--- src/rtl/ldir_pkg.sv ---
package ldir_pkg;

    typedef enum logic [1:0] {
        OVF_EVICT = 2'd0,
        OVF_BCAST = 2'd1,
        OVF_TRAP  = 2'd2,
        OVF_TRAP2 = 2'd3
    } ovf_policy_e;

    function automatic logic policy_traps(input logic [1:0] pol);
        return pol[1];
    endfunction

    function automatic int slot_idx_w(input int slots);
        return (slots > 1) ? $clog2(slots) : 1;
    endfunction

endpackage

--- src/rtl/ldir_entry_store.sv ---
module ldir_entry_store #(
    parameter int ENTRIES = 16,
    parameter int DATA_W  = 8,
    localparam int IDX_W  = (ENTRIES > 1) ? $clog2(ENTRIES) : 1
) (
    input  logic              clk,
    input  logic              rst,
    input  logic [IDX_W-1:0]  rd_idx,
    output logic [DATA_W-1:0] rd_data,
    input  logic              wr_en,
    input  logic [IDX_W-1:0]  wr_idx,
    input  logic [DATA_W-1:0] wr_data
);

    logic [DATA_W-1:0] mem [ENTRIES];

    always_ff @(posedge clk) begin
        if (rst) begin
            for (int i = 0; i < ENTRIES; i++) mem[i] <= '0;
        end else if (wr_en) begin
            mem[wr_idx] <= wr_data;
        end
    end

    assign rd_data = mem[rd_idx];

endmodule

--- src/rtl/ldir_match.sv ---
module ldir_match #(
    parameter int SLOTS  = 4,
    parameter int PROC_W = 4,
    localparam int SI_W  = ldir_pkg::slot_idx_w(SLOTS)
) (
    input  logic [SLOTS-1:0][PROC_W-1:0] ptr,
    input  logic [SLOTS-1:0]             vld,
    input  logic [PROC_W-1:0]            proc,
    output logic                         hit,
    output logic                         full,
    output logic [SI_W-1:0]              free_slot
);

    logic [SLOTS-1:0] hit_vec;

    for (genvar s = 0; s < SLOTS; s++) begin : g_cmp
        assign hit_vec[s] = vld[s] && (ptr[s] == proc);
    end

    assign hit  = |hit_vec;
    assign full = &vld;

    always_comb begin
        free_slot = '0;
        for (int s = SLOTS - 1; s >= 0; s--) begin
            if (!vld[s]) free_slot = SI_W'(s);
        end
    end

endmodule

--- src/rtl/ldir_fanout.sv ---
module ldir_fanout #(
    parameter int SLOTS  = 4,
    parameter int PROC_W = 4,
    localparam int NPROC = 1 << PROC_W
) (
    input  logic [SLOTS-1:0][PROC_W-1:0] ptr,
    input  logic [SLOTS-1:0]             vld,
    input  logic                         bcast,
    input  logic [PROC_W-1:0]            writer,
    output logic [NPROC-1:0]             mask
);

    logic [SLOTS-1:0][NPROC-1:0] slot_bits;

    for (genvar s = 0; s < SLOTS; s++) begin : g_slot
        always_comb begin
            slot_bits[s] = '0;
            if (vld[s]) slot_bits[s][ptr[s]] = 1'b1;
        end
    end

    always_comb begin
        logic [NPROC-1:0] acc;
        acc = bcast ? '1 : '0;
        for (int s = 0; s < SLOTS; s++) acc |= slot_bits[s];
        acc[writer] = 1'b0;
        mask = acc;
    end

endmodule

--- src/rtl/ldir_directory.sv ---
module ldir_directory #(
    parameter int NUM_BLOCKS = 16,
    parameter int NUM_PTRS   = 4,
    parameter int PROC_W     = 4,
    localparam int BLK_W     = (NUM_BLOCKS > 1) ? $clog2(NUM_BLOCKS) : 1,
    localparam int NPROC     = 1 << PROC_W
) (
    input  logic              clk,
    input  logic              rst,
    input  logic              req_valid,
    input  logic              req_write,
    input  logic [BLK_W-1:0]  req_block,
    input  logic [PROC_W-1:0] req_proc,
    input  logic [1:0]        ovf_policy,
    output logic              inv_valid,
    output logic [NPROC-1:0]  inv_mask,
    output logic              trap_valid,
    output logic [PROC_W-1:0] trap_proc,
    output logic [BLK_W-1:0]  trap_block
);
    import ldir_pkg::*;

    logic [NPROC-1:0] inv_n;
    logic             trap_n;

    if (NUM_PTRS == 0) begin : g_soft
        // Every request is handed to software.
        always_comb begin
            inv_n  = '0;
            trap_n = req_valid;
        end
    end else begin : g_hw
        localparam int SLOTS = NUM_PTRS;
        localparam int SI_W  = slot_idx_w(SLOTS);

        typedef struct packed {
            logic [SLOTS-1:0][PROC_W-1:0] ptr;
            logic [SLOTS-1:0]             vld;
            logic                         bcast;
            logic [SI_W-1:0]              rr;
        } entry_t;

        localparam int EW = $bits(entry_t);

        entry_t           cur, nxt;
        logic [EW-1:0]    rd_raw;
        logic             wr_en;
        logic             hit, full;
        logic [SI_W-1:0]  free_slot;
        logic [NPROC-1:0] wr_mask;
        logic [NPROC-1:0] victim_mask;
        logic [SI_W-1:0]  rr_next;

        ldir_entry_store #(.ENTRIES(NUM_BLOCKS), .DATA_W(EW)) u_store (
            .clk     (clk),
            .rst     (rst),
            .rd_idx  (req_block),
            .rd_data (rd_raw),
            .wr_en   (wr_en),
            .wr_idx  (req_block),
            .wr_data (nxt)
        );

        assign cur = entry_t'(rd_raw);

        ldir_match #(.SLOTS(SLOTS), .PROC_W(PROC_W)) u_match (
            .ptr       (cur.ptr),
            .vld       (cur.vld),
            .proc      (req_proc),
            .hit       (hit),
            .full      (full),
            .free_slot (free_slot)
        );

        ldir_fanout #(.SLOTS(SLOTS), .PROC_W(PROC_W)) u_fanout (
            .ptr    (cur.ptr),
            .vld    (cur.vld),
            .bcast  (cur.bcast),
            .writer (req_proc),
            .mask   (wr_mask)
        );

        always_comb begin
            victim_mask = '0;
            victim_mask[cur.ptr[cur.rr]] = 1'b1;
        end

        assign rr_next = (cur.rr == SI_W'(SLOTS - 1)) ? '0 : cur.rr + 1'b1;

        always_comb begin
            nxt    = cur;
            wr_en  = 1'b0;
            inv_n  = '0;
            trap_n = 1'b0;
            if (req_valid) begin
                if (req_write) begin
                    inv_n      = wr_mask;
                    nxt.ptr    = '0;
                    nxt.vld    = '0;
                    nxt.bcast  = 1'b0;
                    nxt.ptr[0] = req_proc;
                    nxt.vld[0] = 1'b1;
                    wr_en      = 1'b1;
                end else if (hit) begin
                    wr_en = 1'b0;
                end else if (!full) begin
                    nxt.ptr[free_slot] = req_proc;
                    nxt.vld[free_slot] = 1'b1;
                    wr_en              = 1'b1;
                end else if (policy_traps(ovf_policy)) begin
                    trap_n = 1'b1;
                end else if (ovf_policy == OVF_BCAST) begin
                    nxt.bcast = 1'b1;
                    wr_en     = 1'b1;
                end else begin
                    inv_n             = victim_mask;
                    nxt.ptr[cur.rr]   = req_proc;
                    nxt.rr            = rr_next;
                    wr_en             = 1'b1;
                end
            end
        end
    end

    always_ff @(posedge clk) begin
        if (rst) begin
            inv_valid  <= 1'b0;
            inv_mask   <= '0;
            trap_valid <= 1'b0;
            trap_proc  <= '0;
            trap_block <= '0;
        end else begin
            inv_valid  <= |inv_n;
            inv_mask   <= inv_n;
            trap_valid <= trap_n;
            if (trap_n) begin
                trap_proc  <= req_proc;
                trap_block <= req_block;
            end
        end
    end

endmodule

--- config.mk ---
export PLATFORM = sky130hd
export DESIGN_NAME = ldir_directory
export DESIGN_NICKNAME = d
export VERILOG_FILES = /design/src/rtl/ldir_pkg.sv /design/src/rtl/ldir_entry_store.sv /design/src/rtl/ldir_match.sv /design/src/rtl/ldir_fanout.sv /design/src/rtl/ldir_directory.sv
export SDC_FILE = /design/constraint.sdc
export NUM_CORES = 1
export LEC_CHECK = 0
export ABC_AREA = 1
export BUFFER_PORTS_ARGS = -buffer_cell sky130_fd_sc_hd__buf_2
export CAP_MARGIN = 5
export CORE_ASPECT_RATIO = 1.4
export CORE_MARGIN = 2
export CORE_UTILIZATION = 57
export DETAILED_ROUTE_END_ITERATION = 8
export GPL_TIMING_DRIVEN = 0
export PLACE_DENSITY = 0.76
export SLEW_MARGIN = 20
export SYNTH_ARGS = -nofsm -noshare
export SYNTH_HDL_FRONTEND = slang
export SYNTH_SLANG_ARGS = --single-unit
export TNS_END_PERCENT = 10
--- constraint.sdc ---
create_clock -name clk -period 2.9 [get_ports clk]
set_input_delay 0.145 -clock clk [delete_from_list [all_inputs] [get_ports clk]]
set_output_delay 0.145 -clock clk [all_outputs]
set_load 0.05 [all_outputs]
==> out/qor.yml <==
clock_tree:
  ctsHoldBuffers: 0
  clockRootBuffer: "clkbuf_16"
  cts_tree: "done"
  cts.sinks: 394
  htreeDepth: 2
  clkLatencyLatePin_ns: 0.57
  path_clk_slew_ns: 0.06
  cts_made_buffers: 38
  cts_buffer_depth: 3
sta:
  tightest_slew_ns: 1.027
  hold_violations: 0
  max_freq_ghz: 0.3098
  finalSetupViolCount: 668
  rsz0062_at_grt: "true"
  finalWorstSetupSlack_ns: -0.3283
  slew_headroom_pct: 31.51
  fin_crit_sh_pct: 111.3
  report.final.slew_viol_count: 0
  finalCriticalPeriod_ns: 3.228
  skew_ns: 0.03552
  holdWs_ns: 0.01703
job:
  maxCapViolCount: 0
detailed_routing:
  ant_nets: 0
  viasPerCell: 6.307
  wire_per_inst_um: 28.04
  drt_first_iter_violations: 2890
  remaining_drc_errors: 0
  vias: 19750
  drtPass1Iterations: 7
  drt-total-wl_mm: 87.78
cells_and_area:
  nets: 2669
  n_antenna_cell: 0
  fillers: 2326
  drive_gt1_share_pct: 23.81
  post-route-util_pct: 73.68
  fin_cells: 3131
  areaGrowthSynthToFinish_pct: 28.07
yosys:
  synthCells: 2410
  async_flop_share_pct: 0
  yosysTopAreaCell: "edfxtp_1"
  synth_mux_area_share_pct: 0
  synth-simple-area-share_pct: 32.60
  yosysWarnings: 0
  postSynthAreaPerCell_um2: 8.298
  synth_common_cells: "nand2_1, nor2_1, edfxtp_1, buf_2, inv_1"
  synth_most_common_cell: "nand2_1"
  synth_top_area_share_pct: 55.26
  synthAdderAreaFrac_pct: 0.2503
  ys_seq_elements: 394
  synth_fp_nets: 2428
  synth_area_leaders: "edfxtp_1, nand2_1, nor2_1, dfxtp_1, buf_2"
  yosys.area_share.xor_xnor_pct: 0.08759
  synth_edf_count: 368
  synth_compound_area_share_pct: 3.941
  yosysUniqueCellTypes: 37
  seq_area_frac_synth_pct: 57.86
  mappedNetlistArea_um2: 20000
  ys.flop_type: "edfxtp_1"
  synth_top_family_by_area: "simple AND/OR/NAND/NOR gates"
setup_path:
  path_class: "in -> reg"
  startpoint_type: "input port"
  cp_max_fo: 12
  crit_path_end_kind: "flip-flop"
  arrival_ns: 3.50
  cpPeakStageDelay_ns: 0.38
  slowest_stage: "buf_2"
  worstPathRequired_ns: 3.17
status:
  outcome: "finished, violations left"
  violations: "setup timing"
global_route:
  grt_pass1_wl_mm: 116.7
  grt_pass1_vias: 18100
  grtUsageTotal_pct: 45.07
  gr-total-overflow: 0
  grt_antenna_before_repair: 0
  grt_max_degree: 27
power_and_ir_drop:
  power_switching_w: 0.004301
  peakVddDrop_mv: 0.6087
  pwr-share-clk_pct: 34.4
  combPwrFrac_pct: 19.9
  p_leak_nw: 11.10
  seqPwrFrac_pct: 45.7
  power_density_nw_per_um2: 555.4
  netSwitchingFraction_pct: 30.24
  p_int_w: 0.009924
placed_design:
  dp.cells: 2902
  detailed_place_hpwl_mm: 52.42
  gp_congestion: 1.071
  io_buffers: 36
die:
  die-width_um: 162.3
  initial_core_util_pct: 57.53
  core_region_area_um2: 34760
  std_cell_rows: 81
  die_area_um2: 36620
  io_pins: 40
  die_y_um: 225.6
worst_hold_path:
  hp-class: "in -> reg"
[per-layer routing]
metal / wire length (um) / vias up / GRT usage (%)
met3: 10940 / 697 / 10.21
met5: 0 / - / 0
li1: - / 8274 / -
met2: 39770 / 1829 / 74.18
met1: 25430 / 8946 / 48.21
met4: 11640 / 0 / 40.82
[power by group through the flow]
stage          Clock (W)  Sequential (W)  Combinational (W)
2_1_floorplan          0         0.00663            0.00115
3_5_place_dp           0         0.00661            0.00190
3_3_place_gp           0         0.00660            0.00189
6_report         0.00490         0.00650            0.00283
4_1_cts          0.00476         0.00649            0.00228
5_1_grt          0.00498         0.00651            0.00291
[flip-flops by register name, summed over array words and instances (netlist names)]
signal,count
trap_proc,4
inv_mask,16
g_hw.u_store.mem,368
inv_valid,1
trap_valid,1
trap_block,4
[layout by cell type (no fill, tap or decap), types with 7 or more instances in the layout]
cell type / Yosys / routed
buf_6: 7 / 48
nand2_4: 3 / 53
buf_12: 0 / 39
nor2_1: 462 / 402
clkbuf_16: 0 / 44
clkinv_1: 3 / 8
inv_2: 14 / 17
clkbuf_2: 0 / 9
edfxtp_1: 368 / 368
clkbuf_1: 27 / 19
dfxtp_1: 26 / 26
inv_1: 78 / 69
buf_2: 85 / 66
buf_8: 0 / 19
nand4_1: 19 / 19
nor2_2: 18 / 35
buf_4: 5 / 102
nand3_2: 0 / 8
a21oi_1: 54 / 52
o21ai_0: 34 / 23
nand2_8: 0 / 22
nor3_1: 10 / 7
o21ai_2: 2 / 10
and2_1: 16 / 16
nand2_1: 1018 / 910
nor2_4: 9 / 52
a22oi_1: 11 / 9
o21ai_1: 12 / 10
o22ai_1: 15 / 14
nand2_2: 6 / 70
nand3_1: 76 / 68
[logic make-up (layout without fill, tap and decap cells)]
family | count (synthesis) | after routing
flops | 394 | 394
simple gates | 1639 | 1667
xor+xnor | 2 | 2
buf+inv | 232 | 469
compound gates | 139 | 139
fa+ha+maj | 4 | 4
[what timing repair did]
| action | CTS | global route |
|---|---|---|
| buffers inserted | 70 | 60 |
| gates cloned | 28 | 8 |
| pin swaps | 32 | 70 |
| endpoints found under the setup margin | 762 | 741 |
| gates resized for setup | 247 | 366 |
[final timing paths]
check	startpoint	slack (ns)	to	cells past startpoint
min	req_block[3]	0.02	trap_block[3]	3
max reg2reg	g_hw.u_store.mem[11][10]	-0.29	g_hw.u_store.mem[6][16]	22
min reg2reg	trap_block[0]	0.44	trap_block[0]	2
max	req_block[0]	-0.33	g_hw.u_store.mem[6][16]	26
[per-stage QoR]
step | power (W) | area (um2) | setup WS, ns | setup TNS [ns]
after floorplan | 0.007781 | 20050 | -0.06588 | -19.41
after global placement | 0.008498 | 20800 | -2.088 | -1244.53
after detailed placement | 0.008517 | 20800 | -2.108 | -1254.01
after CTS | 0.01352 | 23740 | -0.1252 | -27.95
after global routing | 0.01441 | 25610 | -0.3510 | -151.12
final | 0.01422 | 25610 | -0.3283 | -121.44
[critical path: cells and delay by family]
kind | cells | cell delay (ns)
AND/OR/NAND/NOR | 19 | 1.98
buffers and inverters | 7 | 1.33
[area by class of cell]
| type | instances | area [um2] | area share, % |
|---|---|---|---|
| Timing Repair Buffer | 174 | 1674 | 6.536 |
| Clock inverter | 16 | 148.9 | 0.5813 |
| Tap cell | 456 | 570.5 | 2.228 |
| Sequential cell | 394 | 11570 | 45.18 |
| Buffer | 134 | 1292 | 5.046 |
| Clock buffer | 48 | 1010 | 3.942 |
| Multi-Input combinational cell | 1812 | 8942 | 34.91 |
| Inverter | 97 | 404.1 | 1.578 |
Note: power is estimated with default switching activity, not from simulation.
